$ cat config.mk
export PLATFORM = sky130hd
export DESIGN_NAME = exc_entry_seq
export DESIGN_NICKNAME = d
export VERILOG_FILES = /design/src/rtl/exc_entry_pkg.sv /design/src/rtl/exc_seq_fsm.sv /design/src/rtl/exc_ctx_regs.sv /design/src/rtl/exc_bus_drive.sv /design/src/rtl/exc_load_out.sv /design/src/rtl/exc_entry_seq.sv
export SDC_FILE = /design/constraint.sdc
export NUM_CORES = 1
export LEC_CHECK = 0
export ABC_AREA = 0
export BUFFER_PORTS_ARGS = -buffer_cell sky130_fd_sc_hd__buf_2
export CORE_ASPECT_RATIO = 1.1
export CORE_UTILIZATION = 58
export CTS_BUF_LIST = sky130_fd_sc_hd__clkbuf_8
export DETAILED_ROUTE_END_ITERATION = 7
export PLACE_DENSITY = 0.92
export SYNTH_ARGS = -nofsm -noshare
export SYNTH_HDL_FRONTEND = slang
export SYNTH_SLANG_ARGS = --single-unit
$ cat constraint.sdc
create_clock -name clk -period 4.77 [get_ports clk]
set_input_delay 0.7155 -clock clk [delete_from_list [all_inputs] [get_ports clk]]
set_output_delay 0.7155 -clock clk [all_outputs]
set_load 0.02 [all_outputs]
$ cat src/rtl/exc_entry_pkg.sv
// Shared types for the exception entry sequencer.
// Assumes: one state per bus access, plus one state that holds the sequencer
// while the core reset request is high.
package exc_entry_pkg;

    typedef enum logic [2:0] {
        ST_IDLE      = 3'd0,
        ST_RST_HOLD  = 3'd1,
        ST_RST_PC    = 3'd2,
        ST_RST_SP    = 3'd3,
        ST_PUSH_SR   = 3'd4,
        ST_PUSH_PC   = 3'd5,
        ST_FETCH_VEC = 3'd6
    } seq_state_e;

    // True for the states that drive a bus access.
    function automatic logic is_access(seq_state_e s);
        return (s == ST_RST_PC) || (s == ST_RST_SP) || (s == ST_PUSH_SR) ||
               (s == ST_PUSH_PC) || (s == ST_FETCH_VEC);
    endfunction

    // True for the states that write context to the stack.
    function automatic logic is_push(seq_state_e s);
        return (s == ST_PUSH_SR) || (s == ST_PUSH_PC);
    endfunction

    // True for the last access of either sequence.
    function automatic logic is_last(seq_state_e s);
        return (s == ST_RST_SP) || (s == ST_FETCH_VEC);
    endfunction

endpackage

$ cat src/rtl/exc_seq_fsm.sv
// Sequencing state machine.
// Holds the block while the reset request is high, then walks through the
// reset reads, or the two pushes and the vector fetch. It advances a step
// only when the memory reports ready.
// Assumes: the reset request overrides every state, and interrupt requests
// are accepted only in the idle state.
module exc_seq_fsm
    import exc_entry_pkg::*;
(
    input  logic       clk,
    input  logic       rst_n,
    input  logic       rst_req,
    input  logic       irq_req,
    input  logic       mem_ready,
    output seq_state_e state,
    output logic       accept,
    output logic       step,
    output logic       finish
);

    seq_state_e state_nx;

    // Strobes derived from the current state and the handshake.
    always_comb begin
        accept = (state == ST_IDLE) && irq_req && !rst_req;
        step   = is_access(state) && mem_ready && !rst_req;
        finish = step && is_last(state);
    end

    // Next-state selection; the reset request wins over everything.
    always_comb begin
        state_nx = state;
        if (rst_req) begin
            state_nx = ST_RST_HOLD;
        end else begin
            unique case (state)
                ST_IDLE:      if (accept) state_nx = ST_PUSH_SR;
                ST_RST_HOLD:  state_nx = ST_RST_PC;
                ST_RST_PC:    if (step) state_nx = ST_RST_SP;
                ST_RST_SP:    if (step) state_nx = ST_IDLE;
                ST_PUSH_SR:   if (step) state_nx = ST_PUSH_PC;
                ST_PUSH_PC:   if (step) state_nx = ST_FETCH_VEC;
                ST_FETCH_VEC: if (step) state_nx = ST_IDLE;
                default:      state_nx = ST_IDLE;
            endcase
        end
    end

    // State register.
    always_ff @(posedge clk) begin
        if (!rst_n) state <= ST_IDLE;
        else        state <= state_nx;
    end

endmodule

$ cat src/rtl/exc_ctx_regs.sv
// Context capture for an interrupt entry.
// Latches the core's program counter, status word, stack pointer and the
// vector number when a request is accepted. It then steps the working stack
// pointer down by one word after each completed push.
// Assumes: the incoming stack pointer is word aligned.
module exc_ctx_regs #(
    parameter int XLEN       = 32,
    parameter int VEC_W      = 8,
    parameter int WORD_BYTES = 4
) (
    input  logic             clk,
    input  logic             rst_n,
    input  logic             accept,
    input  logic             push_step,
    input  logic [XLEN-1:0]  cur_pc,
    input  logic [XLEN-1:0]  cur_sr,
    input  logic [XLEN-1:0]  cur_sp,
    input  logic [VEC_W-1:0] irq_vec,
    output logic [XLEN-1:0]  pc_hold,
    output logic [XLEN-1:0]  sr_hold,
    output logic [XLEN-1:0]  sp_work,
    output logic [VEC_W-1:0] vec_hold
);

    localparam logic [XLEN-1:0] STEP = XLEN'(WORD_BYTES);

    // Capture the saved context once, at acceptance.
    always_ff @(posedge clk) begin
        if (!rst_n) begin
            pc_hold  <= '0;
            sr_hold  <= '0;
            vec_hold <= '0;
        end else if (accept) begin
            pc_hold  <= cur_pc;
            sr_hold  <= cur_sr;
            vec_hold <= irq_vec;
        end
    end

    // Working stack pointer: loaded at acceptance, decremented per push.
    always_ff @(posedge clk) begin
        if (!rst_n)         sp_work <= '0;
        else if (accept)    sp_work <= cur_sp;
        else if (push_step) sp_work <= sp_work - STEP;
    end

endmodule

$ cat src/rtl/exc_bus_drive.sv
// Bus request generation.
// Maps the sequencer state and the captured context to the request, the
// direction, the address and the write data of the current access.
// Assumes: the table has one word per entry starting at VT_BASE, and a push
// stores at one word below the working stack pointer.
module exc_bus_drive
    import exc_entry_pkg::*;
#(
    parameter int              XLEN       = 32,
    parameter int              VEC_W      = 8,
    parameter int              WORD_BYTES = 4,
    parameter logic [XLEN-1:0] VT_BASE    = '0
) (
    input  seq_state_e       state,
    input  logic [XLEN-1:0]  pc_hold,
    input  logic [XLEN-1:0]  sr_hold,
    input  logic [XLEN-1:0]  sp_work,
    input  logic [VEC_W-1:0] vec_hold,
    output logic             mem_req,
    output logic             mem_we,
    output logic [XLEN-1:0]  mem_addr,
    output logic [XLEN-1:0]  mem_wdata
);

    localparam int              WB_SHIFT = $clog2(WORD_BYTES);
    localparam logic [XLEN-1:0] STEP     = XLEN'(WORD_BYTES);

    logic [XLEN-1:0] vec_off;

    // Byte offset of the selected table slot.
    always_comb vec_off = XLEN'(vec_hold) << WB_SHIFT;

    // Access attributes per state.
    always_comb begin
        mem_req   = is_access(state);
        mem_we    = is_push(state);
        mem_addr  = '0;
        mem_wdata = '0;
        unique case (state)
            ST_RST_PC:    mem_addr = VT_BASE;
            ST_RST_SP:    mem_addr = VT_BASE + STEP;
            ST_PUSH_SR: begin
                mem_addr  = sp_work - STEP;
                mem_wdata = sr_hold;
            end
            ST_PUSH_PC: begin
                mem_addr  = sp_work - STEP;
                mem_wdata = pc_hold;
            end
            ST_FETCH_VEC: mem_addr = VT_BASE + vec_off;
            default:      mem_addr = '0;
        endcase
    end

endmodule

$ cat src/rtl/exc_load_out.sv
// Result registers.
// Keeps the start address read during a reset sequence. At the final access
// it presents the new program counter and stack pointer, with single-cycle
// load and done strobes.
// Assumes: finish is high only on the completing cycle of the last access.
module exc_load_out
    import exc_entry_pkg::*;
#(
    parameter int XLEN = 32
) (
    input  logic            clk,
    input  logic            rst_n,
    input  seq_state_e      state,
    input  logic            step,
    input  logic            finish,
    input  logic [XLEN-1:0] mem_rdata,
    input  logic [XLEN-1:0] sp_work,
    output logic            pc_load,
    output logic            sp_load,
    output logic            done,
    output logic [XLEN-1:0] pc_value,
    output logic [XLEN-1:0] sp_value
);

    logic [XLEN-1:0] pc_stage;

    // Hold the start address until the stack pointer word arrives.
    always_ff @(posedge clk) begin
        if (!rst_n)                             pc_stage <= '0;
        else if (step && (state == ST_RST_PC))  pc_stage <= mem_rdata;
    end

    // Present the results at the end of either sequence.
    always_ff @(posedge clk) begin
        if (!rst_n) begin
            pc_value <= '0;
            sp_value <= '0;
        end else if (finish) begin
            if (state == ST_RST_SP) begin
                pc_value <= pc_stage;
                sp_value <= mem_rdata;
            end else begin
                pc_value <= mem_rdata;
                sp_value <= sp_work;
            end
        end
    end

    // Single-cycle strobes.
    always_ff @(posedge clk) begin
        if (!rst_n) begin
            pc_load <= 1'b0;
            sp_load <= 1'b0;
            done    <= 1'b0;
        end else begin
            pc_load <= finish;
            sp_load <= finish;
            done    <= finish;
        end
    end

endmodule

$ cat src/rtl/exc_entry_seq.sv
// Exception entry sequencer, top level.
// Carries the core from a reset request or an accepted interrupt into program
// execution. On reset it reads the start address and the stack pointer from
// the vector table. On an interrupt it pushes the status word and the program
// counter, then reads the handler address.
// Assumes: the memory holds each access until it answers with ready, and an
// external arbiter has already picked the interrupt and its vector.
module exc_entry_seq
    import exc_entry_pkg::*;
#(
    parameter int              XLEN       = 32,
    parameter int              VEC_W      = 8,
    parameter int              WORD_BYTES = 4,
    parameter logic [XLEN-1:0] VT_BASE    = '0
) (
    input  logic             clk,
    input  logic             rst_n,
    input  logic             rst_req,
    input  logic             irq_req,
    input  logic [VEC_W-1:0] irq_vec,
    input  logic [XLEN-1:0]  cur_pc,
    input  logic [XLEN-1:0]  cur_sr,
    input  logic [XLEN-1:0]  cur_sp,
    output logic             mem_req,
    output logic             mem_we,
    output logic [XLEN-1:0]  mem_addr,
    output logic [XLEN-1:0]  mem_wdata,
    input  logic [XLEN-1:0]  mem_rdata,
    input  logic             mem_ready,
    output logic             pc_load,
    output logic [XLEN-1:0]  pc_value,
    output logic             sp_load,
    output logic [XLEN-1:0]  sp_value,
    output logic             busy,
    output logic             done
);

    seq_state_e       state;
    logic             accept;
    logic             step;
    logic             finish;
    logic             push_step;
    logic [XLEN-1:0]  pc_hold;
    logic [XLEN-1:0]  sr_hold;
    logic [XLEN-1:0]  sp_work;
    logic [VEC_W-1:0] vec_hold;

    // Busy whenever the sequencer is not idle, including reset hold.
    always_comb busy = (state != ST_IDLE);

    // A completed push moves the working stack pointer.
    always_comb push_step = step && is_push(state);

    exc_seq_fsm fsm_i (
        .clk       (clk),
        .rst_n     (rst_n),
        .rst_req   (rst_req),
        .irq_req   (irq_req),
        .mem_ready (mem_ready),
        .state     (state),
        .accept    (accept),
        .step      (step),
        .finish    (finish)
    );

    exc_ctx_regs #(
        .XLEN       (XLEN),
        .VEC_W      (VEC_W),
        .WORD_BYTES (WORD_BYTES)
    ) ctx_i (
        .clk       (clk),
        .rst_n     (rst_n),
        .accept    (accept),
        .push_step (push_step),
        .cur_pc    (cur_pc),
        .cur_sr    (cur_sr),
        .cur_sp    (cur_sp),
        .irq_vec   (irq_vec),
        .pc_hold   (pc_hold),
        .sr_hold   (sr_hold),
        .sp_work   (sp_work),
        .vec_hold  (vec_hold)
    );

    exc_bus_drive #(
        .XLEN       (XLEN),
        .VEC_W      (VEC_W),
        .WORD_BYTES (WORD_BYTES),
        .VT_BASE    (VT_BASE)
    ) bus_i (
        .state     (state),
        .pc_hold   (pc_hold),
        .sr_hold   (sr_hold),
        .sp_work   (sp_work),
        .vec_hold  (vec_hold),
        .mem_req   (mem_req),
        .mem_we    (mem_we),
        .mem_addr  (mem_addr),
        .mem_wdata (mem_wdata)
    );

    exc_load_out #(
        .XLEN (XLEN)
    ) out_i (
        .clk       (clk),
        .rst_n     (rst_n),
        .state     (state),
        .step      (step),
        .finish    (finish),
        .mem_rdata (mem_rdata),
        .sp_work   (sp_work),
        .pc_load   (pc_load),
        .sp_load   (sp_load),
        .done      (done),
        .pc_value  (pc_value),
        .sp_value  (sp_value)
    );

endmodule

# Word-level counts from Yosys, hierarchy flattened
# Index checks and enable logic that the tools add are counted.
dict set report totals {
  memories 0
  register_bits 204
  mem_bits_rw 0
  romBits 0
  inputBits 141
  output_inout_bits 134
  latchBits 0
}
dict set report op_classes {
  n_bitwise 1
  eq_ne 16
  n_addsub 1
  mux 13
  div_mod_pow 0
  magnitude_cmp 0
  shift 0
  n_reduce_logical 22
  multipliers 0
}
# cell count
set ops {}
lappend ops {{$mux 32} 4}
lappend ops {{$pmux 32 s3} 1}
lappend ops {{$pmux 32 s2} 1}
lappend ops {{$sub 32x3->32 const B} 1}
lappend ops {{$pmux 3 s6} 1}
lappend ops {{$mux 3} 5}
lappend ops {{$reduce_and 5->1} 2}
lappend ops {{$eq 3x3->1 const B} 3}
lappend ops {{$ne 3x2->1 const B} 3}
lappend ops {{$ne 2x1->1 const B} 4}
lappend ops {{$logic_and 1x1->1} 7}
lappend ops {{$eq 3x2->1 const B} 2}
lappend ops {{$logic_or 1x1->1} 6}
lappend ops {{$reduce_or 2->1} 3}
lappend ops {{$eq 3x1->1 const B} 1}
lappend ops {{$logic_not 3->1} 1}
lappend ops {{$ne 3x1->1 const B} 1}
lappend ops {{$ne 3x3->1 const B} 1}
lappend ops {{$reduce_bool 3->1} 1}
lappend ops {{$ne 2x2->1 const B} 1}
lappend ops {{$reduce_bool 2->1} 1}
lappend ops {{$logic_not 1->1} 1}
lappend ops {{$mux 1} 1}
lappend ops {{$not 1->1} 1}

# Logic depth before layout (Yosys ltp)
# Gate-level depths: netlist of the first run.
dict set report logic_depth {
  depth_word 10
  ltp_mapped 8
  depth_no_buf 6
}

# Hierarchy
# From an unflattened synthesis of the first run, not the netlist that was laid out.
dict set report unflattened {
  cells_unflattened 1199
  hier_area_um2 10149.7
}
# mod cells_per_inst n_inst area_each_um2 seq_area_each_um2
set by_module_without_submodules {}
lappend by_module_without_submodules {exc_ctx_regs 448 1 4478.0 2082.0}
lappend by_module_without_submodules {exc_load_out 502 1 4053.9 1941.9}
lappend by_module_without_submodules {exc_bus_drive 219 1 1380.1 0.0}
lappend by_module_without_submodules {exc_seq_fsm 28 1 221.5 60.1}
lappend by_module_without_submodules {exc_entry_seq 2 1 16.3 0.0}

# Least setup slack after synthesis of the first run
# No wires, ideal clock.
dict set report synth_timing {
  path_type {register -> output}
  startpoint {reg ctx_i.sp_work[4]}
  endpoint {out mem_addr[19]}
  slack_ps 1989
  stages_incl_launch_ff 7
  arrival_ps 2065
  cell_sequence {dfxtp_1 -> buf_2 -> nor4_4 -> nand2_2 -> or4_1 -> xor2_1 -> nor2_1}
}
dict set report synth_via {
  elab_chain_len 2
}
# item line
set synth_rtl {}
lappend synth_rtl {{start, declared} exc_ctx_regs.sv:21} ;# output logic [XLEN-1:0] sp_work,
lappend synth_rtl {{start signal, assigned} exc_ctx_regs.sv:43} ;# else if (accept) sp_work <= cur_sp;
lappend synth_rtl {{start signal, assigned} exc_ctx_regs.sv:44} ;# else if (push_step) sp_work <= sp_work - STEP;
lappend synth_rtl {{$sub 32x3->32} {exc_bus_drive.sv:43, exc_bus_drive.sv:47}}
lappend synth_rtl {{$pmux 32 s3} exc_bus_drive.sv:39} ;# unique case (state)
lappend synth_rtl {{end, declared} exc_entry_seq.sv:26} ;# output logic [XLEN-1:0] mem_addr,
# Every way passes these cells.

# Worst setup path after layout of the first run
dict set report layout_timing {
  startpoint {reg ctx_i.sp_work[13]}
  endpoint {out mem_addr[23]}
}
# The elaborated chain is that of the path after synthesis.

==> out/metrics.json, run 1 <==
{
  "final_hold_violation_count": {"value": 0},
  "design.core.area": {"value": 15900, "unit": "µm²"},
  "num-nets-final": {"value": 1523},
  "synth_nets": {"value": 1313},
  "synth_top_family_by_area": {"value": "simple AND/OR/NAND/NOR gates"},
  "cts.reportedPaths.clkPinSlew": {"value": 60, "unit": "ps"},
  "fin_crit": {"value": 3670, "unit": "ps"},
  "drt-pass1-iter-count": {"value": 5},
  "post_synth_num_cell_types": {"value": 56},
  "ys_dominant_reg_cell": {"value": "dfxtp_1"},
  "routed-via-count": {"value": 9197},
  "dp_worst_setup_slack": {"value": 1670, "unit": "ps"},
  "fmaxAchievable": {"value": 273, "unit": "MHz"},
  "grt_busiest_layer": {"value": "met2"},
  "post_synth_instance_area": {"value": 9510, "unit": "µm²"},
  "status": {"value": "finished clean"},
  "drc": {"value": 0},
  "critPathSlowestCell": {"value": "nand3_1"},
  "antenna_found_initial": {"value": 4},
  "clock_tree.buffer_depth": {"value": 3},
  "gr-usage-met3": {"value": 9.23, "unit": "%"},
  "met2_usage": {"value": 52.5, "unit": "%"},
  "max_slew.worst_pin.slew": {"value": 1200, "unit": "ps"},
  "fin_skew": {"value": 32.4, "unit": "ps"},
  "grt_first_pass_wirelength": {"value": 41.6, "unit": "mm"},
  "final_antenna_net_count": {"value": 0},
  "floorplan.io_pins": {"value": 275},
  "gr-usage-met1": {"value": 36.3, "unit": "%"},
  "power_density": {"value": 335, "unit": "nW/µm²"},
  "post_route_cell_area": {"value": 11500, "unit": "µm²"},
  "post_synth_inst_count": {"value": 1171},
  "synth_xor_xnor_area_share": {"value": 3.59, "unit": "%"},
  "grt_overflow": {"value": 0},
  "placementRows": {"value": 48},
  "grt_start_max_net_pins": {"value": 143},
  "rsz0062_at_grt": {"value": "no"},
  "first_global_vias": {"value": 8502},
  "hold_path_class": {"value": "input port to register"},
  "final_layout_size_suffix_gt1_share": {"value": 25.8, "unit": "%"},
  "worst_ep_arrival_time": {"value": 2950, "unit": "ps"},
  "post_dr_wirelength_cell": {"value": 16.9, "unit": "µm"},
  "fin_setup_tns": {"value": 0, "unit": "ps"},
  "mean_number_of_vias_per_cell": {"value": 5.75},
  "relative_area_change_from_synthesis_to_final_layout": {"value": 20.6, "unit": "%"},
  "drt_iter0_markers": {"value": 627},
  "count_of_flip_flops_with_a_built_in_enable_after_synthesis": {"value": 0},
  "clock_tree_from_tritoncts": {"value": "yes"},
  "cap_violations": {"value": 0},
  "worstPathRequired": {"value": 4050, "unit": "ps"},
  "synthSimpleGateAreaFrac": {"value": 21.7, "unit": "%"},
  "static-leakage-power": {"value": 5.03, "unit": "nW"},
  "global_route.usage.total": {"value": 31.2, "unit": "%"},
  "final_min_period_over_clock_period": {"value": 76.9, "unit": "%"},
  "initial_core_util": {"value": 60.0, "unit": "%"},
  "synth-seq-cells": {"value": 204},
  "power": {"value": 3.84, "unit": "mW"},
  "postCtsSetupRepairBufs": {"value": 0},
  "io_buffer_count": {"value": 274},
  "synthArstFlopShare": {"value": 0, "unit": "%"},
  "worstRegToRegCells": {"value": 5},
  "yosys-mux-area-fraction": {"value": 10.2, "unit": "%"},
  "die_area": {"value": 16900, "unit": "µm²"},
  "yosys.area_share.adder": {"value": 0.132, "unit": "%"},
  "yosys_warnings": {"value": 0},
  "number_of_hold_repair_buffers_added_at_the_cts_stage": {"value": 0},
  "synth.largest_area_cell": {"value": "dfxtp_1"},
  "post_cts.resized_instances": {"value": 0},
  "clk-insertion-delay-late": {"value": 530, "unit": "ps"},
  "finalMaxSlewViolations": {"value": 0},
  "wl": {"value": 27.0, "unit": "mm"},
  "post-route-worst-setup-slack": {"value": 1100, "unit": "ps"},
  "timing.hold.worst_path_depth": {"value": 3},
  "worstSetupStartpointType": {"value": "register"},
  "endpoint_kind": {"value": "output pin"},
  "die_height": {"value": 136, "unit": "µm"},
  "seq_area_frac_synth": {"value": 42.9, "unit": "%"},
  "worstPathMaxFanout": {"value": 15},
  "synth_compound_area_share": {"value": 16.4, "unit": "%"},
  "path_class": {"value": "register to output pin"},
  "timing.critical_path.slowest_cell_delay": {"value": 510, "unit": "ps"},
  "hpwlAfterDp": {"value": 18.2, "unit": "mm"},
  "cts-htree-levels": {"value": 2},
  "slew_headroom": {"value": 20.1, "unit": "%"},
  "dieWidth": {"value": 124, "unit": "µm"},
  "postSynthAreaPerCell": {"value": 8.12, "unit": "µm²"},
  "post-synth-top-area-fraction": {"value": 42.9, "unit": "%"},
  "worst_path_cell_chain": {"value": "nor3_1 > nand3_1 > nor4_4 > and2_1 > mux2_1 > buf_2"},
  "place.gp.congestion": {"value": 0.893},
  "cts_root_buffer": {"value": "clkbuf_8"},
  "post_dp_cell_area": {"value": 10800, "unit": "µm²"},
  "cts_sinks": {"value": 204},
  "ys_top_cells_by_area": {"value": "dfxtp_1 (43%), mux2i_1 (10%), nand2_1 (9.3%), a21oi_1 (6.8%), nor2_1 (5.4%)"},
  "ir_worst_vdd": {"value": 0.226, "unit": "mV"},
  "setup_viol": {"value": 0},
  "numCtsBuffers": {"value": 34}
}
-- cells by family (layout without fill, tap and decap cells) --
group,after synthesis,count (layout)
simple gates,459,459
compound gates,253,253
flops,204,204
buf+inv,118,345
mux,97,97
xor+xnor,39,39
fa+ha+maj,1,1
other cells,0,1
-- registers in the layout (all words and copies together), names as in the netlist --
register,cells
out_i.pc_stage,32
out_i.pc_load,1
fsm_i.state,3
ctx_i.sr_hold,32
ctx_i.vec_hold,8
out_i.sp_value,32
ctx_i.sp_work,32
out_i.pc_value,32
ctx_i.pc_hold,32
-- cells in the final DEF (no fill, tap or decap), types with 3 or more instances in the layout --
| cell | netlist | routed |
|---|---|---|
| a211oi_1 | 68 | 68 |
| nand3b_1 | 5 | 5 |
| xor2_1 | 12 | 12 |
| o21ai_0 | 24 | 24 |
| or3_1 | 6 | 5 |
| nand2_1 | 235 | 235 |
| buf_4 | 2 | 8 |
| and2_1 | 5 | 5 |
| nor3_1 | 18 | 16 |
| o21a_1 | 5 | 5 |
| nor3_2 | 3 | 5 |
| a311oi_1 | 6 | 6 |
| nor4_2 | 9 | 10 |
| mux2i_1 | 96 | 96 |
| nand3_1 | 10 | 10 |
| buf_2 | 11 | 274 |
| o221ai_1 | 5 | 5 |
| inv_1 | 7 | 16 |
| a21oi_1 | 129 | 129 |
| nor2_1 | 138 | 138 |
| xnor2_1 | 27 | 27 |
| o211a_1 | 4 | 4 |
| or3_4 | 2 | 3 |
| nor4_1 | 8 | 7 |
| dfxtp_1 | 204 | 203 |
| clkbuf_8 | 0 | 41 |
-- worst max-delay path: cells and delay by family (launching register included) --
family,cells,cell delay (ps)
DFF,1,410
buffers and inverters,1,160
muxes,1,330
and+or+nand+nor,4,1520
-- report_power, final --
group | switching [mW] | leakage (nW) | internal, mW
Sequential | 0.0666 | 1.66 | 1.76
Clock | 0.673 | 0.361 | 0.823
Combinational | 0.321 | 3.01 | 0.200
Total | 1.06 | 5.03 | 2.78
-- synthesized netlist by cell type (all sizes together), types with 2 or more instances --
| library cell | count |
|---|---|
| a211oi | 69 |
| a21oi | 129 |
| a311oi | 6 |
| and2 | 5 |
| buf | 18 |
| clkbuf | 92 |
| dfxtp | 204 |
| inv | 8 |
| mux2i | 96 |
| nand2 | 237 |
| nand2b | 3 |
| nand3 | 10 |
| nand3b | 5 |
| nand4 | 3 |
| nor2 | 138 |
| nor3 | 22 |
| nor4 | 19 |
| o211a | 4 |
| o211ai | 2 |
| o21a | 5 |
| o21ai | 24 |
| o221ai | 5 |
| o31ai | 2 |
| or3 | 8 |
| or4 | 3 |
| xnor2 | 27 |
| xor2 | 12 |
-- per-stage QoR --
step                hold WS [ps]  util [%]  cells
floorplan                    432         -   1171
global placement             440      68.3   1545
detailed placement           446      68.3   1545
CTS                          420      72.3   1598
global route                 429      72.4   1599
finish                       422      72.4   1599
-- metal layers --
| layer | vias to the layer above | wire length, µm |
|---|---|---|
| met4 | 2 | 994 |
| li1 | 4439 | - |
| met2 | 431 | 13100 |
| met1 | 4254 | 10400 |
| met3 | 71 | 2500 |
| met5 | - | 10 |
-- path summary, 6_finish.rpt --
kind	slack (ps)	to	startpoint
worst max-delay path	1100	mem_addr[23]	ctx_i.sp_work[13]$_SDFFE_PN0P_
worst min-delay path	420	ctx_i.sr_hold[31]$_SDFFE_PN0P_	cur_sr[31]
worst min register to register	450	out_i.pc_stage[10]$_SDFFE_PN0P_	out_i.pc_stage[10]$_SDFFE_PN0P_
worst max register to register	2050	ctx_i.sp_work[12]$_SDFFE_PN0P_	fsm_i.state[1]$_SDFFE_PP0P_
-- layout make-up --
type                    instances  area, µm²
well taps                     200        250
clock buffers                  41        564
multi-input cells             849       4990
clock inverters                12       76.3
flip-flops and latches        204       4090
repair buffers                284       1470
diodes                          1       2.50
inverters                       8       35.0
fillers                      1195       4380
(Power assumes the default switching activity.)
==> run 2, diff against run 1 <==
--- a/config.mk
+++ b/config.mk
@@ -8,10 +8,10 @@
 export ABC_AREA = 0
 export BUFFER_PORTS_ARGS = -buffer_cell sky130_fd_sc_hd__buf_2
 export CORE_ASPECT_RATIO = 1.1
-export CORE_UTILIZATION = 58
+export CORE_UTILIZATION = 54
 export CTS_BUF_LIST = sky130_fd_sc_hd__clkbuf_8
 export DETAILED_ROUTE_END_ITERATION = 7
-export PLACE_DENSITY = 0.92
+export PLACE_DENSITY = 0.87
 export SYNTH_ARGS = -nofsm -noshare
 export SYNTH_HDL_FRONTEND = slang
 export SYNTH_SLANG_ARGS = --single-unit
==> constraint.sdc (replaced) <==
create_clock -name clk -period 3.5 [get_ports clk]
set_input_delay 0.525 -clock clk [delete_from_list [all_inputs] [get_ports clk]]
set_output_delay 0.525 -clock clk [all_outputs]
set_load 0.02 [all_outputs]
==> out/metrics.json, run 2 (synthesis results as in run 1) <==
{
  "cts_root_buffer": {"value": "clkbuf_8", "change": "unchanged"},
  "clockPowerShare": {"value": 42.2, "unit": "%", "change": "was 38.9%"},
  "critical_path.n_buffers_inverters": {"value": 2, "change": "was 1"},
  "multi_input_area": {"value": 4990, "unit": "µm²", "change": "unchanged"},
  "clock_tree.buffer_depth": {"value": 3, "change": "unchanged"},
  "worstPathRequired": {"value": 2970, "unit": "ps", "change": "was 4050 ps"},
  "max_slew.worst_pin.slew": {"value": 1070, "unit": "ps", "change": "was 1200 ps"},
  "fin_skew": {"value": 29.2, "unit": "ps", "change": "was 32.4 ps"},
  "cts-htree-levels": {"value": 2, "change": "unchanged"},
  "numCtsBuffers": {"value": 36, "change": "was 34"},
  "wl": {"value": 27.5, "unit": "mm", "change": "was 27.0 mm"},
  "power_density": {"value": 473, "unit": "nW/µm²", "change": "was 335 nW/µm²"},
  "fmaxAchievable": {"value": 307, "unit": "MHz"},
  "timing.hold.worst_path_depth": {"value": 3, "change": "unchanged"},
  "endpoint_kind": {"value": "output pin", "change": "unchanged"},
  "dpl.cell_count": {"value": 1586, "change": "was 1,545"},
  "setup_viol": {"value": 0, "change": "unchanged"},
  "final_common_cell": {"value": "buf_2", "change": "unchanged"},
  "clk-insertion-delay-late": {"value": 530, "unit": "ps", "change": "about the same"},
  "path_class": {"value": "register to output pin", "change": "unchanged"},
  "power.switching": {"value": 1.49, "unit": "mW", "change": "was 1.06 mW"},
  "worst_ep_arrival_time": {"value": 2730, "unit": "ps", "change": "was 2950 ps"},
  "static-leakage-power": {"value": 5.13, "unit": "nW", "change": "was 5.03 nW"},
  "p_comb_share": {"value": 12.9, "unit": "%", "change": "was 13.6%"},
  "worstSetupStartpointType": {"value": "register", "change": "unchanged"},
  "hpwlAfterDp": {"value": 18.7, "unit": "mm", "change": "was 18.2 mm"},
  "rsz0062_at_grt": {"value": "no", "change": "unchanged"},
  "ir_worst_vdd": {"value": 0.317, "unit": "mV", "change": "was 0.226 mV"},
  "cts.reportedPaths.clkPinSlew": {"value": 60, "unit": "ps", "change": "about the same"},
  "worst_setup_path_startpoint": {"value": "ctx_i.sp_work[5]$_SDFFE_PN0P_", "change": "was ctx_i.sp_work[13]$_SDFFE_PN0P_"},
  "drt_iter0_markers": {"value": 708, "change": "was 627"},
  "post_dr_wirelength_cell": {"value": 16.6, "unit": "µm", "change": "was 16.9 µm"},
  "grt_overflow": {"value": 0, "change": "unchanged"},
  "final_cell_count_no_fill": {"value": 1653, "change": "was 1,599"},
  "final_antenna_net_count": {"value": 0, "change": "unchanged"},
  "antenna_found_initial": {"value": 8, "change": "was 4"},
  "first_global_vias": {"value": 8513, "change": "was 8,502"},
  "mean_number_of_vias_per_cell": {"value": 5.48, "change": "was 5.75"},
  "clock_tree_from_tritoncts": {"value": "yes", "change": "unchanged"},
  "r2r_setup_slack": {"value": 1110, "unit": "ps", "change": "was 2050 ps"},
  "crit-reg2reg-capture": {"value": "ctx_i.sp_work[27]$_SDFFE_PN0P_", "change": "was ctx_i.sp_work[12]$_SDFFE_PN0P_"},
  "finalMaxSlewViolations": {"value": 0, "change": "unchanged"},
  "final_hold_violation_count": {"value": 0, "change": "unchanged"},
  "worst_path_cell_chain": {"value": "nor4_4 > buf_4 > nand2_2 > nor4_4 > and2_1 > mux2_1 > buf_2", "change": "was nor3_1 > nand3_1 > nor4_4 > and2_1 > mux2_1 > buf_2"},
  "number_of_hold_repair_buffers_added_at_the_cts_stage": {"value": 0, "change": "unchanged"},
  "initial_core_util": {"value": 55.5, "unit": "%", "change": "was 60.0%"},
  "routed-via-count": {"value": 9062, "change": "was 9,197"},
  "min_delay_worst_endpoint": {"value": "ctx_i.pc_hold[31]$_SDFFE_PN0P_", "change": "was ctx_i.sr_hold[31]$_SDFFE_PN0P_"},
  "postCtsSetupRepairBufs": {"value": 0, "change": "unchanged"},
  "beginning_of_the_worst_register_to_register_path": {"value": "fsm_i.state[2]$_SDFFE_PP0P_", "change": "was fsm_i.state[1]$_SDFFE_PP0P_"},
  "placementRows": {"value": 50, "change": "was 48"},
  "nFillCells": {"value": 1463, "change": "was 1,195"},
  "critPathSlowestCell": {"value": "nor4_4", "change": "was nand3_1"},
  "cts_sinks": {"value": 204, "change": "unchanged"},
  "drc": {"value": 0, "change": "unchanged"},
  "hold_path_class": {"value": "input port to register", "change": "unchanged"},
  "switching_power_as_a_share_of_total_power": {"value": 26.9, "unit": "%", "change": "was 27.6%"},
  "worstRegToRegCells": {"value": 7, "change": "was 5"},
  "cap_violations": {"value": 0, "change": "unchanged"},
  "floorplan.io_pins": {"value": 275, "change": "unchanged"},
  "worstPathMaxFanout": {"value": 7, "change": "was 15"},
  "grt_start_max_net_pins": {"value": 142, "change": "was 143"},
  "die_area": {"value": 18100, "unit": "µm²", "change": "was 16,900 µm²"},
  "storage_element_area": {"value": 4090, "unit": "µm²", "change": "unchanged"},
  "fin_crit": {"value": 3260, "unit": "ps"},
  "io_buffer_count": {"value": 274, "change": "unchanged"},
  "hold_start": {"value": "cur_pc[31]", "change": "was cur_sr[31]"},
  "timing.critical_path.max_delay_family": {"value": "simple AND/OR/NAND/NOR gates", "change": "unchanged"},
  "dieWidth": {"value": 129, "unit": "µm", "change": "was 124 µm"},
  "num-nets-final": {"value": 1533, "change": "was 1,523"},
  "p_int": {"value": 4.06, "unit": "mW", "change": "was 2.78 mW"},
  "slew_headroom": {"value": 29.0, "unit": "%", "change": "was 20.1%"},
  "fin_setup_tns": {"value": 0, "unit": "ps", "change": "unchanged"},
  "die_height": {"value": 141, "unit": "µm", "change": "was 136 µm"},
  "worst_path_most_repeated_cell": {"value": "nor4_4"},
  "global_route.usage.total": {"value": 30.0, "unit": "%", "change": "was 31.2%"},
  "power.sequential.fraction": {"value": 44.9, "unit": "%", "change": "was 47.5%"},
  "status": {"value": "finished clean", "change": "unchanged"},
  "design.core.area": {"value": 17100, "unit": "µm²", "change": "was 15,900 µm²"},
  "drt-pass1-iter-count": {"value": 5, "change": "unchanged"},
  "place.gp.congestion": {"value": 0.916, "change": "was 0.893"},
  "final_layout_size_suffix_gt1_share": {"value": 26.7, "unit": "%", "change": "was 25.8%"},
  "final_min_period_over_clock_period": {"value": 93.0, "unit": "%"},
  "post_cts.resized_instances": {"value": 0, "change": "unchanged"},
  "grt_first_pass_wirelength": {"value": 43.0, "unit": "mm", "change": "was 41.6 mm"},
  "relative_area_change_from_synthesis_to_final_layout": {"value": 23.1, "unit": "%", "change": "was 20.6%"},
  "timing.critical_path.slowest_cell_delay": {"value": 450, "unit": "ps", "change": "was 510 ps"},
  "leading_cell_types_in_the_layout_fill_and_taps_excluded": {"value": "buf_2 (274), nand2_1 (235), dfxtp_1 (203)", "change": "unchanged"}
}
==> run 2: cell count changes in the layout (fill, tap and decap cells not counted), sizes merged <==
cell and delta:
bufinv +2, clkinv +2, inv +1, diode +4
buf +8, clkbuf +4, clkinvlp -1
==> run 2: power by group through the flow <==
| stage | sequential [mW] | clock [mW] | combinational [mW] |
|---|---|---|---|
| 4_1_cts | 2.49 | 2.37 | 0.710 |
| 3_5_place_dp | 2.54 | 0 | 0.704 |
| 3_3_place_gp | 2.53 | 0 | 0.695 |
| 2_1_floorplan | 2.49 | 0 | 0.515 |
| 6_report | 2.49 | 2.34 | 0.716 |
| 5_1_grt | 2.50 | 2.48 | 0.781 |
==> run 2: per-stage QoR <==
stage	hold slack, ps	area (µm²)	worst slack (ps)	utilization (%)	total power [mW]
final	231	11700	245	68.3	5.54
after global placement	440	10900	713	63.7	3.22
after global routing	226	11700	38.9	68.3	5.76
after detailed placement	446	10900	622	63.7	3.24
after CTS	222	11700	35.9	68.2	5.56
after floorplan	432	9510	910	-	3.01
==> run 2: final cells by class <==
class / count / share of cell area, %
well taps: 234 / 2.50
clock inverters: 16 / 1.26
diodes: 5 / 0.107
repair buffers: 292 / 13.1
multi-input cells: 849 / 42.6
clock buffers: 45 / 5.29
inverters: 8 / 0.299
flip-flops and latches: 204 / 34.9
==> run 2: tightest hold or removal path, delay by kind of cell <==
kind	cells	cell delay, ps
AND/OR/NAND/NOR	1	50
AO/OA/AOI/OAI	1	50
buffers and inverters	1	90
==> run 2: how the worst max path moves through the flow <==
stage | cells after the start | to | slack [ps]
after floorplan | 6 | mem_addr[19] | 910
after global placement | 6 | mem_addr[23] | 710
after detailed placement | 6 | mem_addr[23] | 620
after CTS | 6 | mem_addr[23] | 40
after global routing | 6 | mem_addr[31] | 40
final | 7 | mem_addr[23] | 240
==> run 2: routing by layer <==
metal / up-vias / GRT usage, % / routed length, µm
met1: 4127 / 35.8 / 11000
met3: 69 / 9.37 / 2480
li1: 4477 / - / -
met4: 4 / 13.1 / 897
met5: - / 0 / 22
met2: 385 / 49.4 / 13100
==> run 3, diff against run 2 <==
--- a/config.mk
+++ b/config.mk
@@ -8,10 +8,9 @@
 export ABC_AREA = 0
 export BUFFER_PORTS_ARGS = -buffer_cell sky130_fd_sc_hd__buf_2
 export CORE_ASPECT_RATIO = 1.1
-export CORE_UTILIZATION = 54
-export CTS_BUF_LIST = sky130_fd_sc_hd__clkbuf_8
+export CORE_UTILIZATION = 52
 export DETAILED_ROUTE_END_ITERATION = 7
-export PLACE_DENSITY = 0.87
+export PLACE_DENSITY = 0.84
 export SYNTH_ARGS = -nofsm -noshare
 export SYNTH_HDL_FRONTEND = slang
 export SYNTH_SLANG_ARGS = --single-unit
==> out/metrics.json, run 3 (synthesis results as in run 1) <==
{
  "num-nets-final": {"value": 1518, "change": "was 1,533"},
  "cap_violations": {"value": 0, "change": "unchanged"},
  "fmaxAchievable": {"value": 300, "unit": "MHz", "change": "was 307 MHz"},
  "grt_first_pass_wirelength": {"value": 41.1, "unit": "mm", "change": "was 43.0 mm"},
  "antenna_found_initial": {"value": 8, "change": "unchanged"},
  "max_slew.worst_pin.slew": {"value": 1280, "unit": "ps", "change": "was 1070 ps"},
  "placementRows": {"value": 51, "change": "was 50"},
  "cts_root_buffer": {"value": "clkbuf_16", "change": "was clkbuf_8"},
  "wl": {"value": 27.0, "unit": "mm", "change": "was 27.5 mm"},
  "power_density": {"value": 487, "unit": "nW/µm²", "change": "was 473 nW/µm²"},
  "io_buffer_count": {"value": 274, "change": "unchanged"},
  "utilization": {"value": 66.0, "unit": "%", "change": "was 68.3%"},
  "final_min_period_over_clock_period": {"value": 95.3, "unit": "%", "change": "was 93.0%"},
  "power.sequential.fraction": {"value": 43.5, "unit": "%", "change": "was 44.9%"},
  "drt_iter0_markers": {"value": 490, "change": "was 708"},
  "r2r_setup_slack": {"value": 930, "unit": "ps", "change": "was 1110 ps"},
  "numCtsBuffers": {"value": 22, "change": "was 36"},
  "number_of_hold_repair_buffers_added_at_the_cts_stage": {"value": 0, "change": "unchanged"},
  "slew_headroom": {"value": 14.7, "unit": "%", "change": "was 29.0%"},
  "post-route-worst-setup-slack": {"value": 165, "unit": "ps", "change": "was 245 ps"},
  "finalMaxSlewViolations": {"value": 0, "change": "unchanged"},
  "endpoint_kind": {"value": "output pin", "change": "unchanged"},
  "timing.hold.worst_path_depth": {"value": 3, "change": "unchanged"},
  "final_common_cell": {"value": "buf_2", "change": "unchanged"},
  "worstSetupStartpointType": {"value": "register", "change": "unchanged"},
  "grt_busiest_layer": {"value": "met2", "change": "unchanged"},
  "p_comb_share": {"value": 12.5, "unit": "%", "change": "was 12.9%"},
  "floorplan.io_pins": {"value": 275, "change": "unchanged"},
  "worst_setup_path_startpoint": {"value": "ctx_i.sp_work[5]$_SDFFE_PN0P_", "change": "unchanged"},
  "cts_sinks": {"value": 204, "change": "unchanged"},
  "initial_core_util": {"value": 53.4, "unit": "%", "change": "was 55.5%"},
  "cts-htree-levels": {"value": 1, "change": "was 2"},
  "gr-usage-met1": {"value": 32.4, "unit": "%", "change": "was 35.8%"},
  "grt_overflow": {"value": 0, "change": "unchanged"},
  "die_area": {"value": 18800, "unit": "µm²", "change": "was 18,100 µm²"},
  "worstPathRequired": {"value": 2970, "unit": "ps", "change": "about the same"},
  "ir_worst_vdd": {"value": 0.396, "unit": "mV", "change": "was 0.317 mV"},
  "post_dr_wirelength_cell": {"value": 16.5, "unit": "µm", "change": "was 16.6 µm"},
  "cts.reportedPaths.clkPinSlew": {"value": 60, "unit": "ps", "change": "about the same"},
  "worst_ep_arrival_time": {"value": 2810, "unit": "ps", "change": "was 2730 ps"},
  "mean_number_of_vias_per_cell": {"value": 5.47, "change": "was 5.48"},
  "global_route.usage.total": {"value": 27.9, "unit": "%", "change": "was 30.0%"},
  "min_delay_worst_endpoint": {"value": "ctx_i.pc_hold[2]$_SDFFE_PN0P_", "change": "was ctx_i.pc_hold[31]$_SDFFE_PN0P_"},
  "die_height": {"value": 144, "unit": "µm", "change": "was 141 µm"},
  "dieWidth": {"value": 131, "unit": "µm", "change": "was 129 µm"},
  "setup_viol": {"value": 0, "change": "unchanged"},
  "post_cts.resized_instances": {"value": 0, "change": "unchanged"},
  "relative_area_change_from_synthesis_to_final_layout": {"value": 23.5, "unit": "%", "change": "was 23.1%"},
  "dp_worst_setup_slack": {"value": 652, "unit": "ps", "change": "was 622 ps"},
  "design.core.area": {"value": 17800, "unit": "µm²", "change": "was 17,100 µm²"},
  "worstRegToRegCells": {"value": 6, "change": "was 7"},
  "path_class": {"value": "register to output pin", "change": "unchanged"},
  "grt_start_max_net_pins": {"value": 129, "change": "was 142"},
  "clock_tree_from_tritoncts": {"value": "yes", "change": "unchanged"},
  "clock_tree.buffer_depth": {"value": 3, "change": "unchanged"},
  "drt-pass1-iter-count": {"value": 5, "change": "unchanged"},
  "fin_skew": {"value": 6.66, "unit": "ps", "change": "was 29.2 ps"},
  "power.switching": {"value": 1.49, "unit": "mW", "change": "about the same"},
  "leading_cell_types_in_the_layout_fill_and_taps_excluded": {"value": "buf_2 (274), nand2_1 (235), dfxtp_1 (203)", "change": "unchanged"},
  "postCtsSetupRepairBufs": {"value": 0, "change": "unchanged"},
  "clk-insertion-delay-late": {"value": 510, "unit": "ps", "change": "was 530 ps"},
  "beginning_of_the_worst_register_to_register_path": {"value": "fsm_i.state[2]$_SDFFE_PP0P_", "change": "unchanged"},
  "final_hold_violation_count": {"value": 0, "change": "unchanged"},
  "gr-usage-met3": {"value": 8.97, "unit": "%", "change": "was 9.37%"},
  "final_layout_size_suffix_gt1_share": {"value": 26.0, "unit": "%", "change": "was 26.7%"},
  "worstPathMaxFanout": {"value": 7, "change": "unchanged"},
  "rsz0062_at_grt": {"value": "no", "change": "unchanged"},
  "first_global_vias": {"value": 8249, "change": "was 8,513"},
  "met2_usage": {"value": 46.3, "unit": "%", "change": "was 49.4%"},
  "hold_path_class": {"value": "input port to register", "change": "unchanged"},
  "hold_start": {"value": "cur_pc[2]", "change": "was cur_pc[31]"},
  "hpwlAfterDp": {"value": 18.3, "unit": "mm", "change": "was 18.7 mm"},
  "place.gp.congestion": {"value": 0.855, "change": "was 0.916"},
  "routed-via-count": {"value": 8954, "change": "was 9,062"},
  "final_antenna_net_count": {"value": 0, "change": "unchanged"},
  "static-leakage-power": {"value": 5.09, "unit": "nW", "change": "was 5.13 nW"},
  "fin_crit": {"value": 3340, "unit": "ps", "change": "was 3260 ps"},
  "p_int": {"value": 4.23, "unit": "mW", "change": "was 4.06 mW"},
  "switching_power_as_a_share_of_total_power": {"value": 26.1, "unit": "%", "change": "was 26.9%"},
  "crit-reg2reg-capture": {"value": "ctx_i.sp_work[28]$_SDFFE_PN0P_", "change": "was ctx_i.sp_work[27]$_SDFFE_PN0P_"},
  "clockPowerShare": {"value": 44.0, "unit": "%", "change": "was 42.2%"},
  "status": {"value": "finished clean", "change": "unchanged"},
  "fin_setup_tns": {"value": 0, "unit": "ps", "change": "unchanged"},
  "power": {"value": 5.72, "unit": "mW", "change": "was 5.54 mW"},
  "drc": {"value": 0, "change": "unchanged"}
}
==> run 3: cell count changes in the layout (fill, tap and decap cells not counted), sizes merged <==
| cell | change |
|---|---|
| inv | -9 |
| buf | -1 |
| clkinvlp | +2 |
| clkbuf | -14 |
| diode | +1 |
==> run 3: final cells by class <==
class / count / area, µm²
Antenna cell: 6 / 15.0
Clock buffer: 31 / 666
Clock inverter: 9 / 129
Fill cell: 1526 / 6050
Inverter: 8 / 35.0
Multi-Input combinational cell: 849 / 4990
Sequential cell: 204 / 4090
Tap cell: 238 / 298
Timing Repair Buffer: 291 / 1540
==> run 3: worst max path at each step <==
stage | end | slack, ps | cells after the start
after global routing | mem_addr[23] | 6 | 6
final | mem_addr[23] | 160 | 6
after global placement | mem_addr[23] | 710 | 6
after detailed placement | mem_addr[23] | 650 | 6
after floorplan | mem_addr[19] | 910 | 6
after CTS | mem_addr[23] | 110 | 6
==> run 3: routing by layer <==
layer  wire length [µm]  share of wire [%]
met2              12800                 47
met3               2480                9.2
met5                 13              0.048
met1              10700                 40
met4                989                3.7
==> run 3: worst max-delay path: stages, from the launching register on <==
cell and delay, ps:
dfxtp_1 390, nor4_4 520, nand2_2 270, nor4_4 420, and2_1 220, mux2_1 330, buf_2 160
==> run 3: stage by stage <==
stage               instance area, µm²  cells  hold slack, ps
finish                           11800   1636             252
global route                     11700   1634             243
floorplan                         9510   1171             432
detailed placement               10900   1590             446
CTS                              11700   1630             236
global placement                 10900   1590             441
==> run 3: power by group through the flow <==
| stage | logic (mW) | registers [mW] | clock network [mW] |
|---|---|---|---|
| after floorplan | 0.515 | 2.49 | 0 |
| after global placement | 0.698 | 2.53 | 0 |
| after detailed placement | 0.707 | 2.54 | 0 |
| after CTS | 0.715 | 2.49 | 2.56 |
| after global routing | 0.788 | 2.50 | 2.64 |
| final | 0.716 | 2.49 | 2.52 |
